File: src/rtl/nsq_pkg.sv
package nsq_pkg;

   typedef enum logic [1:0] {
      ALU_NOP = 2'd0,
      ALU_ADD = 2'd1,
      ALU_MUL = 2'd2,
      ALU_DIV = 2'd3
   } alu_op_e;

   typedef enum logic [2:0] {
      OPD_X  = 3'd0,
      OPD_Y  = 3'd1,
      OPD_T  = 3'd2,
      OPD_K0 = 3'd3,
      OPD_K1 = 3'd4
   } opnd_e;

   typedef enum logic [1:0] {
      DST_NONE = 2'd0,
      DST_T    = 2'd1,
      DST_Y    = 2'd2
   } dst_e;

   typedef struct packed {
      opnd_e a_sel;
      opnd_e b_sel;
      dst_e  dst;
      logic  halve;
      logic  cnt_clr;
      logic  cnt_inc;
   } dp_ctl_t;

   typedef enum logic [3:0] {
      ST_IDLE     = 4'd0,
      ST_SEED_MUL = 4'd1,
      ST_SEED_ADD = 4'd2,
      ST_CLR      = 4'd3,
      ST_DIV      = 4'd4,
      ST_AVG      = 4'd5,
      ST_INC      = 4'd6,
      ST_TEST     = 4'd7,
      ST_END      = 4'd8
   } state_e;

endpackage

File: src/rtl/nsq_ctrl.sv
module nsq_ctrl
   import nsq_pkg::*;
(
   input  logic            clk,
   input  logic            rst_n,
   input  logic            start,
   input  logic            cnt_zero,
   output alu_op_e         alu_op,
   output dp_ctl_t         dpc,
   output logic            load_x,
   output logic            ready,
   output logic            done
);

   state_e state_q, state_d;
   logic   last_q;

   assign ready  = (state_q == ST_IDLE);
   assign load_x = ready && start;
   assign done   = (state_q == ST_END) && last_q;

   always_comb begin
      state_d = state_q;
      case (state_q)
         ST_IDLE:     if (start) state_d = ST_SEED_MUL;
         ST_SEED_MUL: state_d = ST_SEED_ADD;
         ST_SEED_ADD: state_d = ST_CLR;
         ST_CLR:      state_d = ST_DIV;
         ST_DIV:      state_d = ST_AVG;
         ST_AVG:      state_d = ST_INC;
         ST_INC:      state_d = ST_TEST;
         ST_TEST:     state_d = ST_END;
         ST_END:      state_d = last_q ? ST_IDLE : ST_DIV;
         default:     state_d = ST_IDLE;
      endcase
   end

   always_comb begin
      alu_op      = ALU_NOP;
      dpc.a_sel   = OPD_X;
      dpc.b_sel   = OPD_X;
      dpc.dst     = DST_NONE;
      dpc.halve   = 1'b0;
      dpc.cnt_clr = 1'b0;
      dpc.cnt_inc = 1'b0;
      case (state_q)
         ST_SEED_MUL: begin
            alu_op    = ALU_MUL;
            dpc.a_sel = OPD_K1;
            dpc.b_sel = OPD_X;
            dpc.dst   = DST_T;
         end
         ST_SEED_ADD: begin
            alu_op    = ALU_ADD;
            dpc.a_sel = OPD_T;
            dpc.b_sel = OPD_K0;
            dpc.dst   = DST_Y;
         end
         ST_CLR: dpc.cnt_clr = 1'b1;
         ST_DIV: begin
            alu_op    = ALU_DIV;
            dpc.a_sel = OPD_X;
            dpc.b_sel = OPD_Y;
            dpc.dst   = DST_T;
         end
         ST_AVG: begin
            alu_op    = ALU_ADD;
            dpc.a_sel = OPD_Y;
            dpc.b_sel = OPD_T;
            dpc.dst   = DST_Y;
            dpc.halve = 1'b1;
         end
         ST_INC: dpc.cnt_inc = 1'b1;
         default: ;
      endcase
   end

   always_ff @(posedge clk or negedge rst_n) begin
      if (!rst_n) begin
         state_q <= ST_IDLE;
         last_q  <= 1'b0;
      end else begin
         state_q <= state_d;
         if (state_q == ST_TEST) last_q <= cnt_zero;
         else if (state_q == ST_IDLE) last_q <= 1'b0;
      end
   end

endmodule

File: src/rtl/nsq_alu.sv
module nsq_alu
   import nsq_pkg::*;
#(
   parameter int DATA_W    = 16,
   parameter int FRAC_W    = 15,
   parameter bit MUL_ROUND = 1'b0
) (
   input  alu_op_e             op,
   input  logic [DATA_W-1:0]   a,
   input  logic [DATA_W-1:0]   b,
   output logic [DATA_W:0]     res
);

   localparam int RES_W  = DATA_W + 1;
   localparam int PROD_W = 2 * DATA_W;
   localparam int NUM_W  = DATA_W + FRAC_W;

   logic [PROD_W-1:0] prod, prod_adj, prod_sh;
   logic [NUM_W-1:0]  num, quot;
   logic [RES_W-1:0]  add_res, mul_res, div_res;

   assign prod = PROD_W'(a) * PROD_W'(b);

   generate
      if (MUL_ROUND) begin : g_mul_round
         assign prod_adj = prod + (PROD_W'(1) << (FRAC_W - 1));
      end else begin : g_mul_trunc
         assign prod_adj = prod;
      end
   endgenerate

   assign prod_sh = prod_adj >> FRAC_W;
   assign mul_res = (|prod_sh[PROD_W-1:RES_W]) ? '1 : prod_sh[RES_W-1:0];

   assign num     = {a, {FRAC_W{1'b0}}};
   assign quot    = (b == '0) ? '1 : num / NUM_W'(b);
   assign div_res = (|quot[NUM_W-1:RES_W]) ? '1 : quot[RES_W-1:0];

   assign add_res = {1'b0, a} + {1'b0, b};

   always_comb begin
      case (op)
         ALU_ADD: res = add_res;
         ALU_MUL: res = mul_res;
         ALU_DIV: res = div_res;
         default: res = '0;
      endcase
   end

endmodule

File: src/rtl/nsq_datapath.sv
module nsq_datapath
   import nsq_pkg::*;
#(
   parameter int  DATA_W     = 16,
   parameter int  FRAC_W     = 15,
   parameter int  CNT_W      = 2,
   parameter real SEED_BIAS  = 0.222222,
   parameter real SEED_SLOPE = 0.888889
) (
   input  logic              clk,
   input  logic              rst_n,
   input  logic              load_x,
   input  logic [DATA_W-1:0] x_in,
   input  dp_ctl_t           dpc,
   input  logic [DATA_W:0]   alu_res,
   output logic [DATA_W-1:0] opa,
   output logic [DATA_W-1:0] opb,
   output logic [DATA_W-1:0] y,
   output logic              cnt_zero
);

   localparam logic [DATA_W-1:0] K0 = DATA_W'($rtoi(SEED_BIAS  * (2.0 ** FRAC_W) + 0.5));
   localparam logic [DATA_W-1:0] K1 = DATA_W'($rtoi(SEED_SLOPE * (2.0 ** FRAC_W) + 0.5));

   logic [DATA_W-1:0] x_q, y_q, t_q;
   logic [CNT_W-1:0]  i_q;

   function automatic logic [DATA_W-1:0] pick(input opnd_e s,
                                              input logic [DATA_W-1:0] xv,
                                              input logic [DATA_W-1:0] yv,
                                              input logic [DATA_W-1:0] tv);
      case (s)
         OPD_X:   pick = xv;
         OPD_Y:   pick = yv;
         OPD_T:   pick = tv;
         OPD_K0:  pick = K0;
         OPD_K1:  pick = K1;
         default: pick = '0;
      endcase
   endfunction

   assign opa      = pick(dpc.a_sel, x_q, y_q, t_q);
   assign opb      = pick(dpc.b_sel, x_q, y_q, t_q);
   assign y        = y_q;
   assign cnt_zero = (i_q == '0);

   always_ff @(posedge clk or negedge rst_n) begin
      if (!rst_n) begin
         x_q <= '0;
         y_q <= '0;
         t_q <= '0;
         i_q <= '0;
      end else begin
         if (load_x) x_q <= x_in;
         case (dpc.dst)
            DST_T:   t_q <= alu_res[DATA_W-1:0];
            DST_Y:   y_q <= dpc.halve ? alu_res[DATA_W:1] : alu_res[DATA_W-1:0];
            default: ;
         endcase
         if (dpc.cnt_clr)      i_q <= '0;
         else if (dpc.cnt_inc) i_q <= i_q + CNT_W'(1);
      end
   end

endmodule

File: src/rtl/nsq_top.sv
module nsq_top
   import nsq_pkg::*;
#(
   parameter int  DATA_W     = 16,
   parameter int  FRAC_W     = 15,
   parameter int  ITERS      = 4,
   parameter bit  MUL_ROUND  = 1'b0,
   parameter real SEED_BIAS  = 0.222222,
   parameter real SEED_SLOPE = 0.888889
) (
   input  logic              clk,
   input  logic              rst_n,
   input  logic              start,
   input  logic [DATA_W-1:0] x_in,
   output logic              ready,
   output logic              done,
   output logic [DATA_W-1:0] y_out
);

   localparam int CNT_W = $clog2(ITERS);

   generate
      if (ITERS < 2 || (1 << CNT_W) != ITERS) begin : g_bad_iters
         $error("ITERS must be a power of two of at least 2");
      end
      if (FRAC_W < 1 || FRAC_W >= DATA_W) begin : g_bad_frac
         $error("FRAC_W must lie between 1 and DATA_W-1");
      end
   endgenerate

   alu_op_e            alu_op;
   dp_ctl_t            dpc;
   logic               load_x, cnt_zero;
   logic [DATA_W-1:0]  opa, opb;
   logic [DATA_W:0]    alu_res;

   nsq_ctrl u_ctrl (
      .clk      (clk),
      .rst_n    (rst_n),
      .start    (start),
      .cnt_zero (cnt_zero),
      .alu_op   (alu_op),
      .dpc      (dpc),
      .load_x   (load_x),
      .ready    (ready),
      .done     (done)
   );

   nsq_datapath #(
      .DATA_W     (DATA_W),
      .FRAC_W     (FRAC_W),
      .CNT_W      (CNT_W),
      .SEED_BIAS  (SEED_BIAS),
      .SEED_SLOPE (SEED_SLOPE)
   ) u_dp (
      .clk      (clk),
      .rst_n    (rst_n),
      .load_x   (load_x),
      .x_in     (x_in),
      .dpc      (dpc),
      .alu_res  (alu_res),
      .opa      (opa),
      .opb      (opb),
      .y        (y_out),
      .cnt_zero (cnt_zero)
   );

   nsq_alu #(
      .DATA_W    (DATA_W),
      .FRAC_W    (FRAC_W),
      .MUL_ROUND (MUL_ROUND)
   ) u_alu (
      .op  (alu_op),
      .a   (opa),
      .b   (opb),
      .res (alu_res)
   );

endmodule

File: config.mk
export PLATFORM = sky130hd
export DESIGN_NAME = nsq_top
export DESIGN_NICKNAME = d
export VERILOG_FILES = /design/src/rtl/nsq_pkg.sv /design/src/rtl/nsq_ctrl.sv /design/src/rtl/nsq_alu.sv /design/src/rtl/nsq_datapath.sv /design/src/rtl/nsq_top.sv
export SDC_FILE = /design/constraint.sdc
export NUM_CORES = 2
export LEC_CHECK = 0
export ABC_CLOCK_PERIOD_IN_PS = 279000
export BUFFER_PORTS_ARGS = -buffer_cell sky130_fd_sc_hd__buf_2
export CELL_PAD_IN_SITES_DETAIL_PLACEMENT = 1
export CELL_PAD_IN_SITES_GLOBAL_PLACEMENT = 1
export CORE_MARGIN = 5
export CORE_UTILIZATION = 50
export CTS_BUF_LIST = sky130_fd_sc_hd__clkbuf_8
export DETAILED_ROUTE_END_ITERATION = 8
export PLACE_DENSITY_LB_ADDON = 0.1
export RECOVER_POWER = 50
export SETUP_SLACK_MARGIN = 0.3
export SYNTH_ARGS = -nofsm -noshare
export SYNTH_HDL_FRONTEND = slang
export SYNTH_SLANG_ARGS = --single-unit
export TNS_END_PERCENT = 10
File: constraint.sdc
create_clock -name clk -period 279 [get_ports clk]
set_clock_uncertainty 0.05 [all_clocks]
set_input_delay 69.75 -clock clk [delete_from_list [all_inputs] [get_ports clk]]
set_output_delay 69.75 -clock clk [all_outputs]
set_load 0.02 [all_outputs]
Yosys cells after proc, flatten, opt, wreduce, memory -nomap -nowiden
Cells that the tools add are included.

cells by class
  add/subtract/negate cells = 2
  multiply operators = 1
  div/mod/pow operators = 1
  eq/ne operators = 22
  mux-type cells = 18
  reduce and logical (&&, ||, !) cells = 11

operator list
  operator              count
  $pmux W16 S5          2
  $pmux W17 S3          1
  $pmux W4 S9           1
  $mul A16 B16 Y32      1
  $pmux W8 S4           1
  $div A31 B16 Y31      1
  $mux W31              1
  $add A16 B16 Y17      1
  $mux W17              1
  $eq A4 B3 Y1 const B  4
  $logic_not A16 Y1     1
  $mux W16              1
  $reduce_or A14 Y1     1
  $eq A3 B2 Y1 const B  4
  $eq A4 B2 Y1 const B  2
  $eq A2 B2 Y1 const B  3
  $eq A3 B1 Y1 const B  2
  $eq A3 B3 Y1 const B  2
  $logic_not A3 Y1      2
  $pmux W2 S3           1
  $mux W1               5
  $eq A2 B1 Y1 const B  2
  $eq A4 B1 Y1 const B  1
  $eq A4 B4 Y1 const B  1
  other kinds (10)      13

storage, ports and cells
  flip-flop bits (word level) = 55
  bits of input ports = 19
  output and inout bits = 18
  word-level logic and storage cells = 61

Logic depth before layout (Yosys ltp)
  word-level depth = 10
  depth in mapped cells = 450
  mapped depth without buffers = 404

Cells and area by module
Synthesis repeated with hierarchy kept, for this count alone.

unflattened totals
  cell total of the unflattened synthesis = 4895
  area total of the unflattened synthesis = 36283.5 sq um

by module, submodules not included
  module        instances  cells an instance  area each (sq um)  seq. area each (sq um)
  nsq_alu       1          4560               32992.9            0.0
  nsq_datapath  1          289                2890.3             1251.2
  nsq_ctrl      1          46                 400.4              125.1

Worst setup path before layout
Ideal clock, no wire load.

  path kind = reg-to-reg
  start = reg u_ctrl.state_q[0]
  end = reg u_dp.t_q[0]
  library setup time = 0.140 ns
  data arrival time = 87.615 ns
  data required time = 278.810 ns
  setup slack = 191.195 ns
  stages on the path, launching flop included = 429
  buffers on the path = 53
  period minus slack after synthesis = 87.805 ns
  cells stage by stage = dfrtp_1 buf_2 buf_2 buf_2 mux2_2 nand2_1 nand2_1 inv_1 clkbuf_1 clkbuf_1 clkbuf_1 buf_1 ha_1 inv_1 nor3_1 o32a_1 ha_1 or3_1 [... 393 more ...] nand2b_1 nor4_1 nor2b_1 buf_2 buf_2 nand2_1 o211ai_1 o31ai_1 ha_1 a21o_1 a221o_1 a221oi_1 o221ai_1 nand2_1 and3_1 o211ai_1 a211oi_1 a41oi_1

on the way
  cells in the longest elaborated chain, start to end = 9
  elaborated cells between the ends (all ways) = 31
  classes of those cells = add/sub (1); mul (1); div (1); eq/ne (16); mux (7); reduce/logical (5)

ends and longest elaborated chain
  what                                                   line                text
  start: declaration                                     nsq_ctrl.sv:15      state_e state_q, state_d;
  start signal: assignment                               nsq_ctrl.sv:83      state_q <= state_d;
  $eq A4 B3 Y1 (tied with other cells)                   nsq_ctrl.sv:46      case (state_q)
  $pmux W8 S4                                            nsq_ctrl.sv:46
  $eq A3 B3 Y1 (tied with other cells)                   nsq_datapath.sv:32  case (s)
  $pmux W16 S5                                           nsq_datapath.sv:32
  $div A31 B16 Y31 or $logic_not A16 Y1 (tied branches)  nsq_alu.sv:36       assign quot = (b == '0) ? '1 : num / NUM_W'(b);
  $mux W31                                               nsq_alu.sv:36
  $reduce_or A14 Y1                                      nsq_alu.sv:37       assign div_res = (|quot[NUM_W-1:RES_W]) ? '1 : quot[RES_W-1:0];
  $mux W17                                               nsq_alu.sv:37
  $pmux W17 S3                                           nsq_alu.sv:42       case (op)
  end signal: assignment                                 nsq_datapath.sv:56  DST_T: t_q <= alu_res[DATA_W-1:0];
  end: declaration                                       nsq_datapath.sv:25  logic [DATA_W-1:0] x_q, y_q, t_q;

Several ways; a longest one is shown, not always the timed one.
A chain may end at the register's enable or synchronous reset.

Worst setup path in the final report
Same ends and word-level chain as after synthesis.

==> flow_summary.ini <==
[outcome]
status = complete, but fails checks
failed_checks = max-capacitance violations, max-slew violations

[worst_setup_path]
cp_max_fo = 51
cp-end-kind = flop
r2r-end = u_dp.t_q[0]
slowest_stage = clkbuf_1
critPathKind = reg -> reg
startpoint = u_ctrl.state_q[0]
cp.required_ns = 279.13
cp-start-kind = flop
reg2reg_depth = 395
max_stage_delay_ns = 2.34
r2r-start = u_ctrl.state_q[0]
worstPathArrival_ns = 105.69
cpMostUsedCell = o21a_1
reg2reg_slack_ns = 173.44

[cts]
cts_tree = yes
cts_made_buffers = 5
cts_root_buffer = clkbuf_8
cts.clk_slew.worst_paths_ns = 0.12
hold_buffers = 0
h-tree-depth = 2
cts_setup_buffers = 0
clk_path_buf_depth = 2
cts_sinks = 55
clkLatencyLatePin_ns = 0.35
cts_resized = 0

[sta]
tns_ns = 0
worst_slack_ns = 173.44
hold_viol_final = 0
relSlewSlack_pct = -120.1
worst_pin_slew_ns = 3.301
slew_viol_final = 179
setup_viol = 0
rsz0062_at_grt = false
max_freq_ghz = 0.009473
period_share_pct = 37.84
period_minus_slack_ns = 105.56

[grt]
overflow = 0
use_met2_pct = 55.00
groute.usage.overall_pct = 34.67
grt_max_degree = 56
grt_pass1_wl_mm = 211.0
use_met3_pct = 5.850
antenna_found_initial = 2
met1_usage_pct = 48.24
grt_pass1_vias = 36910
busiest_layer = met2

[synth]
synthesis.area_um2 = 35290
synth_cell_types = 126
yosys_warnings = 0
synth-seq-cells = 55
synth_flop_cell = dfrtp_1
synth_edf_count = 0
synth_seq_area_share_pct = 3.901
synthCells = 4792
syn_nets = 5489
avgSynthCellArea_um2 = 7.363
async_reset_ff_share_pct = 100.0

[drt]
drt-pass1-iter-count = 5
ant_nets = 0
wirelength_mm = 136.5
drt-vias-per-instance = 6.551
num_vias = 37230
drt_iter0_drc = 3012
drc_errors = 0
wl_per_cell_um = 24.03

[placed_design]
place_ws_ns = 183.51
dp_hpwl_mm = 109.6
placed_area_um2 = 36620
place_congestion = 0.9894
portBuffers = 36

[floorplan]
std_cell_rows = 97
dieArea_um2 = 75980
start_util_pct = 50.39
die_w_um = 275.7
ios = 37
core_um2 = 70030
die_h_um = 275.7

[cells_and_area]
final_common_cell = nand2_1
stdcell_area_um2 = 36680
drive_above_1_share_pct = 7.321
finalNetCount = 5436
layout_common_cells = nand2_1 (522), ha_1 (483), nor2_1 (423)
area_growth_pct = 3.940

[min_path]
worstHoldStart = u_dp.i_q[1]
min_to = u_dp.i_q[1]
hold_class = reg -> reg
holdPathStages = 2

[run]
maxCapViolCount = 5
## how the worst max path moves through the flow
| stage | to | cells after the start |
|---|---|---|
| after floorplan | u_dp.t_q[0] | 428 |
| after CTS | u_dp.t_q[0] | 394 |
| after detailed placement | u_dp.t_q[0] | 394 |
| after global placement | u_dp.t_q[0] | 393 |
| after global routing | u_dp.t_q[0] | 395 |
| final | u_dp.t_q[0] | 395 |
## cells by family (layout without fill, tap and decap cells)
family	count (synthesis)	count (layout)	synth area share, %
xor gates and xnor gates	252	252	6.315
adders and majority gates	678	678	28.19
DFF	55	55	3.901
muxes	156	156	4.922
other	0	3	0
and+or+nand+nor	1630	1630	22.24
AOI/OAI and AO/OA	1478	1478	28.45
buffers and inverters	543	491	5.982
## state kept, by name (all words and copies together) (netlist names)
signal and flops:
u_ctrl.last_q 1, u_dp.y 16, u_ctrl.state_q 4, u_dp.i_q 2, u_dp.x_q 16, u_dp.t_q 16
## through the flow
stage               hold slack (ns)  std cells  utilization (%)
global placement             0.4448       5672            52.30
CTS                          0.4865       5680            52.46
finish                       0.4750       5683            52.37
global route                 0.5151       5680            52.36
floorplan                    0.3983       4792                -
detailed placement           0.4602       5672            52.30
## synthesized netlist by cell type, types with 21 or more instances
cell type	count	share of area (%)
ha_1	483	17
or2_2	24	0.43
nor3_1	173	2.5
a211oi_1	39	0.83
a21o_1	113	2.4
inv_1	373	4.0
fa_1	195	11
mux2_2	114	3.6
or3_1	41	0.73
a21boi_0	21	0.45
o22ai_1	23	0.41
nor4_1	26	0.46
dfrtp_1	55	3.9
o21ai_0	242	3.4
buf_2	22	0.31
nor2_1	423	4.5
nand2_1	522	5.6
o21a_1	196	4.2
nand2b_1	75	1.3
and2_1	42	0.74
and3_1	26	0.46
mux2i_1	38	1.1
o211ai_1	47	1.0
clkbuf_1	110	1.2
nand3_1	83	1.2
a31oi_1	38	0.67
buf_1	23	0.24
nand4_1	55	0.98
xnor2_1	173	4.3
nor2b_1	48	0.85
xor2_1	77	1.9
o21bai_1	52	1.1
a21oi_1	359	5.1
o31ai_1	86	1.8
## critical path: cells and delay by family (launching register included)
kind	cells	cell delay, ns
AO/OA/AOI/OAI	233	54.01
adder cells (fa/ha/maj)	30	10.17
buffers and inverters	19	9.62
flip-flops	1	1.01
multiplexers	5	1.68
AND/OR/NAND/NOR	108	28.51
## area by class of cell
type,count,area [µm²]
clock buffers,5,68.82
fillers,9093,33350
multi-input cells,4194,31910
inverters,378,1419
well taps,940,1176
flip-flops and latches,55,1376
diodes,3,7.507
repair buffers,105,670.6
clock inverters,3,42.54
## metal layers
metal	vias up	wire length, µm
li1	17240	-
met1	18270	60490
met2	1421	59580
met3	303	11390
met4	0	5095
met5	-	0
Power is not shown: default switching activity piles up to over one toggle a cycle in this logic, so the estimate is an artifact.
